`src/rtl/sb_pkg.sv`:
```
package sb_pkg;
  localparam int unsigned DW = 32;
  localparam int unsigned NB = DW / 8;
  typedef logic [DW-1:0] word_t;
  typedef logic [NB-1:0] be_t;
  typedef enum logic [1:0] {RMW_IDLE, RMW_DRAIN, RMW_RD, RMW_WR} rmw_st_e;
endpackage

```
`src/rtl/sb_queue.sv`:
```
module sb_queue
  import sb_pkg::*;
#(
  parameter int unsigned AW = 10,
  parameter int unsigned DEPTH = 8,
  localparam int unsigned PW = $clog2(DEPTH)
) (
  input  logic          clk_i,
  input  logic          rst_ni,
  input  logic          alloc_i,
  input  logic [AW-1:0] addr_i,
  input  word_t         data_i,
  input  be_t           be_i,
  input  logic          retire_i,
  input  logic          flush_i,
  input  logic          pop_i,
  output logic [AW-1:0] head_addr_o,
  output word_t         head_data_o,
  output be_t           head_be_o,
  output logic          has_ret_o,
  output logic [PW:0]   count_o,
  output logic [PW:0]   head_o,
  output logic [PW:0]   tail_o,
  output logic [PW:0]   rptr_nx_o,
  output logic [DEPTH-1:0] ent_vld_o,
  output logic [AW-1:0] ent_addr_o [DEPTH],
  output word_t         ent_data_o [DEPTH],
  output be_t           ent_be_o [DEPTH]
);
  logic [PW:0] head_q, tail_q, rptr_q, rptr_nx;
  logic [DEPTH-1:0] ret_v;
  logic ret_ok;
  logic [PW-1:0] head_idx;

  assign head_idx  = head_q[PW-1:0];
  assign ret_ok    = retire_i && (rptr_q != tail_q);
  assign rptr_nx   = rptr_q + (PW+1)'(ret_ok);
  assign rptr_nx_o = rptr_nx;
  assign count_o   = tail_q - head_q;
  assign head_o    = head_q;
  assign tail_o    = tail_q;

  always_ff @(posedge clk_i or negedge rst_ni) begin
    if (!rst_ni) begin
      head_q <= '0;
      tail_q <= '0;
      rptr_q <= '0;
    end else begin
      head_q <= head_q + (PW+1)'(pop_i);
      rptr_q <= rptr_nx;
      tail_q <= flush_i ? rptr_nx : tail_q + (PW+1)'(alloc_i);
    end
  end

  for (genvar i = 0; i < DEPTH; i++) begin : g_ent
    logic vld_q, ret_q;
    logic [AW-1:0] addr_q;
    word_t data_q;
    be_t be_q;
    logic is_tail, is_head, is_rptr;
    assign is_tail = tail_q[PW-1:0] == PW'(i);
    assign is_head = head_idx == PW'(i);
    assign is_rptr = rptr_q[PW-1:0] == PW'(i);

    always_ff @(posedge clk_i or negedge rst_ni) begin
      if (!rst_ni) begin
        vld_q <= 1'b0;
        ret_q <= 1'b0;
      end else if (alloc_i && is_tail) begin
        vld_q <= 1'b1;
        ret_q <= 1'b0;
      end else if (pop_i && is_head) begin
        vld_q <= 1'b0;
        ret_q <= 1'b0;
      end else if (ret_ok && is_rptr) begin
        ret_q <= 1'b1;
      end else if (flush_i && !ret_q) begin
        vld_q <= 1'b0;
      end
    end

    always_ff @(posedge clk_i) begin
      if (alloc_i && is_tail) begin
        addr_q <= addr_i;
        data_q <= data_i;
        be_q   <= be_i;
      end
    end

    assign ent_vld_o[i]  = vld_q;
    assign ret_v[i]      = ret_q;
    assign ent_addr_o[i] = addr_q;
    assign ent_data_o[i] = data_q;
    assign ent_be_o[i]   = be_q;
  end

  assign has_ret_o   = ent_vld_o[head_idx] && ret_v[head_idx];
  assign head_addr_o = ent_addr_o[head_idx];
  assign head_data_o = ent_data_o[head_idx];
  assign head_be_o   = ent_be_o[head_idx];

  p_pop_retired_r2: assert property (@(posedge clk_i) disable iff (!rst_ni)
    pop_i |-> has_ret_o);
  p_no_overflow_r5: assert property (@(posedge clk_i) disable iff (!rst_ni)
    alloc_i |-> (count_o < (PW+1)'(DEPTH)));
  p_vld_count_r5: assert property (@(posedge clk_i) disable iff (!rst_ni)
    count_o == (PW+1)'($countones(ent_vld_o)));
  p_flush_no_alloc_r4: assert property (@(posedge clk_i) disable iff (!rst_ni)
    flush_i |-> !alloc_i);
  p_flush_clean_r4: assert property (@(posedge clk_i) disable iff (!rst_ni)
    flush_i |=> (rptr_q == tail_q));
endmodule

```
`src/rtl/sb_fwd.sv`:
```
module sb_fwd
  import sb_pkg::*;
#(
  parameter int unsigned AW = 10,
  parameter int unsigned DEPTH = 8,
  localparam int unsigned PW = $clog2(DEPTH)
) (
  input  logic [AW-1:0]    ld_addr_i,
  input  logic [PW-1:0]    head_i,
  input  logic [DEPTH-1:0] ent_vld_i,
  input  logic [AW-1:0]    ent_addr_i [DEPTH],
  input  word_t            ent_data_i [DEPTH],
  input  be_t              ent_be_i [DEPTH],
  output be_t              hit_o,
  output word_t            data_o
);
  logic [DEPTH-1:0] amatch;

  for (genvar i = 0; i < DEPTH; i++) begin : g_match
    assign amatch[i] = ent_vld_i[i] && (ent_addr_i[i] == ld_addr_i);
  end

  // scan oldest to youngest so the youngest hit wins per lane
  for (genvar l = 0; l < NB; l++) begin : g_lane
    logic          lane_hit;
    logic [7:0]    lane_byte;
    logic [PW-1:0] idx;
    always_comb begin
      lane_hit  = 1'b0;
      lane_byte = '0;
      idx       = '0;
      for (int k = 0; k < DEPTH; k++) begin
        idx = head_i + k[PW-1:0];
        if (amatch[idx] && ent_be_i[idx][l]) begin
          lane_hit  = 1'b1;
          lane_byte = ent_data_i[idx][8*l +: 8];
        end
      end
    end
    assign hit_o[l]          = lane_hit;
    assign data_o[8*l +: 8]  = lane_byte;
  end
endmodule

```
`src/rtl/sb_fence.sv`:
```
module sb_fence #(
  parameter int unsigned PW = 3
) (
  input  logic        clk_i,
  input  logic        rst_ni,
  input  logic        fence_i,
  input  logic        flush_i,
  input  logic [PW:0] head_i,
  input  logic [PW:0] tail_i,
  input  logic [PW:0] rptr_nx_i,
  output logic        block_o
);
  logic        pend_q;
  logic [PW:0] tgt_q, dist_tgt, dist_keep;

  assign dist_tgt  = tgt_q - head_i;
  assign dist_keep = rptr_nx_i - head_i;
  assign block_o   = fence_i || (pend_q && (head_i != tgt_q));

  always_ff @(posedge clk_i or negedge rst_ni) begin
    if (!rst_ni) begin
      pend_q <= 1'b0;
      tgt_q  <= '0;
    end else if (fence_i) begin
      pend_q <= 1'b1;
      tgt_q  <= flush_i ? rptr_nx_i : tail_i;
    end else if (pend_q) begin
      if (head_i == tgt_q) pend_q <= 1'b0;
      else if (flush_i && (dist_tgt > dist_keep)) tgt_q <= rptr_nx_i; // flushed stores never commit
    end
  end

  p_tgt_in_range_r8: assert property (@(posedge clk_i) disable iff (!rst_ni)
    pend_q |-> ((tgt_q - head_i) <= (tail_i - head_i)));
endmodule

```
`src/rtl/store_buf.sv`:
```
module store_buf
  import sb_pkg::*;
#(
  parameter int unsigned AW = 10,
  parameter int unsigned DEPTH = 8
) (
  input  logic          clk_i,
  input  logic          rst_ni,
  input  logic          st_valid_i,
  input  logic [AW-1:0] st_addr_i,
  input  logic [31:0]   st_data_i,
  input  logic [3:0]    st_be_i,
  output logic          st_ready_o,
  input  logic          retire_i,
  input  logic          flush_i,
  input  logic          fence_i,
  input  logic          ld_valid_i,
  input  logic [AW-1:0] ld_addr_i,
  output logic          ld_ready_o,
  output logic          ld_rvalid_o,
  output logic [31:0]   ld_rdata_o,
  input  logic          rmw_valid_i,
  input  logic [AW-1:0] rmw_addr_i,
  input  logic [31:0]   rmw_opnd_i,
  output logic          rmw_ready_o,
  output logic          rmw_done_o,
  output logic [31:0]   rmw_old_o,
  output logic          cache_req_o,
  output logic          cache_we_o,
  output logic [AW-1:0] cache_addr_o,
  output logic [3:0]    cache_be_o,
  output logic [31:0]   cache_wdata_o,
  input  logic [31:0]   cache_rdata_i
);
  localparam int unsigned PW = $clog2(DEPTH);

  logic [AW-1:0] head_addr;
  word_t         head_data;
  be_t           head_be;
  logic          has_ret, alloc, commit, ld_fire, fence_blk, rmw_busy, atomic, full;
  logic [PW:0]   count, head_ptr, tail_ptr, rptr_nx;
  logic [DEPTH-1:0] ent_vld;
  logic [AW-1:0] ent_addr [DEPTH];
  word_t         ent_data [DEPTH];
  be_t           ent_be [DEPTH];
  be_t           fwd_hit, fmask_q;
  word_t         fwd_data, fdata_q;
  logic          ld_pend_q;
  rmw_st_e       st_q;
  logic [AW-1:0] raddr_q;
  word_t         ropnd_q;

  assign full        = count == (PW+1)'(DEPTH);
  assign rmw_busy    = st_q != RMW_IDLE;
  assign atomic      = (st_q == RMW_RD) || (st_q == RMW_WR);
  assign st_ready_o  = !full && !rmw_busy && !flush_i;
  assign alloc       = st_valid_i && st_ready_o;
  assign ld_ready_o  = !fence_blk && !rmw_busy;
  assign ld_fire     = ld_valid_i && ld_ready_o;
  assign rmw_ready_o = !rmw_busy;
  assign commit      = has_ret && !atomic && !ld_fire;

  sb_queue #(.AW(AW), .DEPTH(DEPTH)) u_queue (
    .clk_i, .rst_ni,
    .alloc_i(alloc), .addr_i(st_addr_i), .data_i(st_data_i), .be_i(st_be_i),
    .retire_i, .flush_i, .pop_i(commit),
    .head_addr_o(head_addr), .head_data_o(head_data), .head_be_o(head_be),
    .has_ret_o(has_ret), .count_o(count), .head_o(head_ptr), .tail_o(tail_ptr),
    .rptr_nx_o(rptr_nx), .ent_vld_o(ent_vld), .ent_addr_o(ent_addr),
    .ent_data_o(ent_data), .ent_be_o(ent_be)
  );

  sb_fwd #(.AW(AW), .DEPTH(DEPTH)) u_fwd (
    .ld_addr_i, .head_i(head_ptr[PW-1:0]), .ent_vld_i(ent_vld),
    .ent_addr_i(ent_addr), .ent_data_i(ent_data), .ent_be_i(ent_be),
    .hit_o(fwd_hit), .data_o(fwd_data)
  );

  sb_fence #(.PW(PW)) u_fence (
    .clk_i, .rst_ni, .fence_i, .flush_i,
    .head_i(head_ptr), .tail_i(tail_ptr), .rptr_nx_i(rptr_nx),
    .block_o(fence_blk)
  );

  // forwarding snapshot taken when the load is accepted
  always_ff @(posedge clk_i or negedge rst_ni) begin
    if (!rst_ni) begin
      ld_pend_q <= 1'b0;
      fmask_q   <= '0;
      fdata_q   <= '0;
    end else begin
      ld_pend_q <= ld_fire;
      if (ld_fire) begin
        fmask_q <= fwd_hit;
        fdata_q <= fwd_data;
      end
    end
  end

  assign ld_rvalid_o = ld_pend_q;
  for (genvar l = 0; l < NB; l++) begin : g_merge
    assign ld_rdata_o[8*l +: 8] = fmask_q[l] ? fdata_q[8*l +: 8] : cache_rdata_i[8*l +: 8];
  end

  always_ff @(posedge clk_i or negedge rst_ni) begin
    if (!rst_ni) begin
      st_q    <= RMW_IDLE;
      raddr_q <= '0;
      ropnd_q <= '0;
    end else begin
      unique case (st_q)
        RMW_IDLE: if (rmw_valid_i) begin
          st_q    <= RMW_DRAIN;
          raddr_q <= rmw_addr_i;
          ropnd_q <= rmw_opnd_i;
        end
        RMW_DRAIN: if (count == '0) st_q <= RMW_RD;
        RMW_RD:    st_q <= RMW_WR;
        RMW_WR:    st_q <= RMW_IDLE;
        default:   st_q <= RMW_IDLE;
      endcase
    end
  end

  assign rmw_done_o = st_q == RMW_WR;
  assign rmw_old_o  = rmw_done_o ? cache_rdata_i : '0;

  always_comb begin
    cache_req_o   = 1'b0;
    cache_we_o    = 1'b0;
    cache_addr_o  = '0;
    cache_be_o    = '0;
    cache_wdata_o = '0;
    if (st_q == RMW_RD) begin
      cache_req_o  = 1'b1;
      cache_addr_o = raddr_q;
    end else if (st_q == RMW_WR) begin
      cache_req_o   = 1'b1;
      cache_we_o    = 1'b1;
      cache_addr_o  = raddr_q;
      cache_be_o    = '1;
      cache_wdata_o = cache_rdata_i + ropnd_q;
    end else if (ld_fire) begin
      cache_req_o  = 1'b1;
      cache_addr_o = ld_addr_i;
    end else if (commit) begin
      cache_req_o   = 1'b1;
      cache_we_o    = 1'b1;
      cache_addr_o  = head_addr;
      cache_be_o    = head_be;
      cache_wdata_o = head_data;
    end
  end

  p_rmw_empty_r9: assert property (@(posedge clk_i) disable iff (!rst_ni)
    (st_q == RMW_RD) |-> (count == '0));
  p_rmw_b2b_r9: assert property (@(posedge clk_i) disable iff (!rst_ni)
    (st_q == RMW_RD) |=> (cache_req_o && cache_we_o && (cache_addr_o == $past(cache_addr_o))));
  p_ld_resp_r6: assert property (@(posedge clk_i) disable iff (!rst_ni)
    ld_fire |=> ld_rvalid_o);
  p_no_store_in_rmw_r9: assert property (@(posedge clk_i) disable iff (!rst_ni)
    rmw_busy |-> !alloc);
endmodule

```
`config.mk`:
```
export PLATFORM = sky130hd
export DESIGN_NAME = store_buf
export DESIGN_NICKNAME = d
export VERILOG_FILES = /design/src/rtl/sb_pkg.sv /design/src/rtl/sb_queue.sv /design/src/rtl/sb_fwd.sv /design/src/rtl/sb_fence.sv /design/src/rtl/store_buf.sv
export SDC_FILE = /design/constraint.sdc
export NUM_CORES = 1
export LEC_CHECK = 0
export ABC_CLOCK_PERIOD_IN_PS = 7200
export BUFFER_PORTS_ARGS = -buffer_cell sky130_fd_sc_hd__clkbuf_2
export CORE_AREA = 4 4 252 278
export CTS_CLUSTER_SIZE = 8
export DETAILED_ROUTE_END_ITERATION = 8
export DIE_AREA = 0 0 256 282
export PLACE_DENSITY = 0.8
export SLEW_MARGIN = 20
export SYNTH_ARGS = -nofsm -noshare
export SYNTH_HDL_FRONTEND = slang
export SYNTH_SLANG_ARGS = --single-unit
export TNS_END_PERCENT = 50
```
`constraint.sdc`:
```
create_clock -name clk_i -period 7.2 [get_ports clk_i]
set_input_delay 2.16 -clock clk_i [delete_from_list [all_inputs] [get_ports clk_i]]
set_output_delay 2.16 -clock clk_i [all_outputs]
set_load 0.02 [all_outputs]
```
==> impl_metrics.tcl <==
set metrics [dict create \
    setup_violations 2 \
    comb_power_share 0.606 \
    dp_cells 3661 \
    first_pass_iters 9 \
    grt.met2_usage 0.457 \
    min_period_over_period 1.02 \
    synth_compound_area_frac 0.0987 \
    cts_max_path_buffers 3 \
    pwr_density_cell_nw_per_um2 466 \
    drv_cap 0 \
    fin_nets 3077 \
    nFillCells 5222 \
    insertion_delay_ns 0.63 \
    ir_drop_v 0.000355 \
    timing.final.ws_setup_ns -0.121 \
    fp.dieW_um 256 \
    start_util 0.496 \
    syn-num-nets 2852 \
    ys_ff_latch 482 \
    grt_start_max_net_pins 127 \
    num_rows 100 \
    hpwl_um 70700 \
    yosys.area_share.simple 0.0980 \
    numCtsBuffers 71 \
    reg2reg_depth 10 \
    ys_warn_count 0 \
    drt-wirelength-per-cell_um 28.1 \
    synth_top_family_by_area "multiplexers" \
    layout.cells.non_filler 3799 \
    critical_path.top_delay_family "compound AO/OA/AOI/OAI gates" \
    synth_edf_count 368 \
    wirelength_um 107000 \
    p_sw_frac 0.448 \
    gp_congestion 0.961 \
    cp_cell_sequence "buf_8 -> ha_4 -> fa_2 -> a21oi_2 -> and4b_1 -> nor4_2 -> buf_4 -> o31ai_4 -> a311o_1 -> a211o_1 -> a21o_1 -> a21oi_2 -> nand4b_1 -> o211ai_1 -> buf_4" \
    utilization 0.564 \
    fmax_mhz 137 \
    yosysTopAreaCell "edfxtp_1" \
    vias_per_cell 7.05 \
    rsz0062_at_grt "true" \
    die_h_um 282 \
    synth_area_um2 33400 \
    worst_pin_slew_ns 1.37 \
    numClockSinks 482 \
    critPathMaxFanout 3 \
    track_usage 0.286 \
    synth.top_cells.by_area "edfxtp_1 33%, mux4_2 21%, dfrtp_1 8.5%, mux2i_1 5.2%, nand2_1 4.1%" \
    hp-class "reg -> reg" \
    antenna_found_initial 18 \
    hold_end "raddr_q[8]" \
    grt_pass1_vias 26300 \
    h-tree-depth 3 \
    synthMuxAreaShare 0.297 \
    synth-adder-area-share 0.0250 \
    power_frac_clock 0.177 \
    synth_top_area_share 0.331 \
    min-delay-start "raddr_q[8]" \
    finClkSkew_ns 0.0229 \
    hold-worst-slack_ns 0.507 \
    grt_most_used_layer "met2" \
    syn_to_final_growth_pct 13.7 \
    worstSetupPathType "in -> out" \
    violations "negative setup slack" \
    register_area_um2 13900 \
    pwr-share-seq 0.217 \
    cts_tree "done" \
    reg2reg_slack_ns 1.74 \
    vias 26800 \
    grt_pass1_wl_um 159000 \
    crit_buf_inv 3 \
    synthCells 2649 \
    critPathLaunchType "primary input" \
    rr_startpoint "u_queue.head_o[1]" \
    root_buffer "clkbuf_16" \
    port_buffers 254 \
    ys_async_sr_fraction 0.237 \
    ys_types 82 \
    end_kind "primary output" \
    ys_seq_area_frac 0.417 \
    synthXorXnorAreaFrac 0.0351 \
    status "complete, but fails checks" \
    grt_remaining_overflow 0 \
    hold_viol_final 0 \
    intPower_mw 9.76 \
    tns_ns -0.152 \
    core-area_um2 67300 \
    crit_required_ns 5.04 \
    post-route-min-period_ns 7.32 \
    route.detailed.drc 0 \
    multiInputGateArea_um2 18800 \
    grtUsageMet3 0.100 \
    p_leak_nw 14.2 \
    maxSlewViolCount 0 \
    clk_pin_slew_worst_paths_ns 0.05 \
    crit_arrival_ns 5.16 \
    r2r-end "fdata_q[24]" \
    max_slew_margin 0.0888 \
    synth_ff_type "edfxtp_1" \
    drtIter0Drc 3677 \
    avgSynthCellArea_um2 12.6 \
    io_pins 255 \
    die_area_um2 72200 \
    met1_usage 0.343 \
    hold_path_depth 1 \
    power_switching_mw 7.91 \
    cpMaxStageDelayCell "fa_2" \
    crit_path_max_incr_delay_ns 0.41 \
    drive_gt1_frac 0.310 \
    antenna_left 0 \
]
[sequential cells by signal, indices dropped and copies added (netlist names), 2 cells and up]
register and count:
u_queue.g_ent.addr_q 80, raddr_q 10, fdata_q 32, u_queue.g_ent.data_q 256, u_queue.g_ent.be_q 32, u_queue.g_ent.ret_q 8, u_queue.tail_o 4, u_queue.g_ent.vld_q 8
ropnd_q 32, u_queue.rptr_q 4, st_q 2, u_fence.tgt_q 4, fmask_q 4, u_queue.head_o 4
[worst reg2reg max path: stages (launching register included)]
cell and delay [ns]:
dfrtp_4 0.40, buf_4 0.61, buf_12 0.62, ha_4 0.93, mux2i_1 0.31, a22oi_1 0.12, nand2_1 0.48, o21bai_1 0.39
nor3_1 0.88, nand3_1 0.24, a32o_1 0.35
[repair_timing]
item | 4_1_cts | 5_1_grt
setup endpoints to repair | 9 | 11
hold buffers | 0 | 0
pin swaps | 10 | 9
hold endpoints to repair | 0 | 0
cloned | 0 | 0
setup buffers | 4 | 4
resized for setup | 17 | 19
[power groups by stage]
stage / Combinational (mW) / Clock (mW) / Sequential (mW)
after global routing: 11.3 / 3.30 / 3.86
after floorplan: 7.82 / 0 / 3.58
after global placement: 10.0 / 0 / 3.83
final: 10.7 / 3.13 / 3.83
after detailed placement: 10.2 / 0 / 3.84
after CTS: 10.4 / 3.15 / 3.80
[cell families after synthesis]
logic type / Yosys count
adders and majority gates: 65
DFF: 482
and+or+nand+nor: 698
xor gates and xnor gates: 126
AOI/OAI and AO/OA: 479
muxes: 584
buffers and inverters: 215
[metrics by stage]
step                setup WS, ns  cell area [um^2]  power, mW
floorplan                -0.0417             33400       11.4
global placement          -0.379             35600       13.9
detailed placement        -0.538             35600       14.1
CTS                       -0.183             37800       17.3
global route              -0.205             37900       18.5
finish                    -0.121             37900       17.7
[worst max-delay path by stage]
stage,to,cells after the start,slack [ns],startpoint
after floorplan,cache_wdata_o[28],11,-0.04,cache_rdata_i[0]
after global placement,cache_wdata_o[30],15,-0.38,cache_rdata_i[0]
after detailed placement,cache_wdata_o[30],15,-0.54,cache_rdata_i[0]
after CTS,cache_wdata_o[30],15,-0.18,cache_rdata_i[0]
after global routing,cache_wdata_o[30],15,-0.21,cache_rdata_i[0]
final,cache_wdata_o[30],15,-0.12,cache_rdata_i[0]
[layer usage]
metal	up-vias	wire, um
li1	11000	-
met1	13000	35000
met2	2191	49000
met3	579	15600
met4	16	7020
met5	-	103
[cells in the mapped netlist, types with 5 or more instances]
cell       count
edfxtp_1     368
nand2_1      361
mux4_2       313
mux2i_1      172
dfrtp_1      114
a21oi_1      106
mux2_2        98
xnor2_1       94
clkbuf_1      87
nor2_1        85
ha_1          62
nand3_1       55
and2_1        54
a211oi_1      50
o21ai_0       48
buf_2         41
a22oi_1       36
o211ai_1      34
a31oi_1       33
a21o_1        31
inv_1         28
nand4_1       28
o22ai_1       27
buf_1         26
buf_4         23
xor2_1        23
nor2b_1       19
nor3_1        19
nor4_1        12
and3_1        11
nand2b_1      11
a31o_2        10
o221ai_1      10
a221o_1        9
a32oi_1        9
or3_1          9
xnor2_2        9
a22o_1         8
a311oi_1       7
a32o_1         7
buf_6          7
nor3_2         7
o2111ai_1      7
o21a_1         5
o21bai_1       5
[cells in the final DEF, fill, tap and decap left out, types with 55 or more instances in the layout]
cell type and n:
a21oi_1 100, buf_4 83, clkbuf_16 73, clkbuf_2 245, dfrtp_1 111, edfxtp_1 368, mux2_2 98, mux2i_1 172
mux4_2 313, nand2_1 359, nand3_1 55, nor2_1 79, xnor2_1 93
[area by class of cell]
cell class / instances / area share
clock inverters: 7 / 0.00247
repair buffers: 336 / 0.0517
flip-flops and latches: 482 / 0.367
clock buffers: 113 / 0.0524
diodes: 11 / 0.000725
well taps: 867 / 0.0286
multi-input cells: 1952 / 0.494
inverters: 31 / 0.00310
Power figures use the tool's default switching activity.
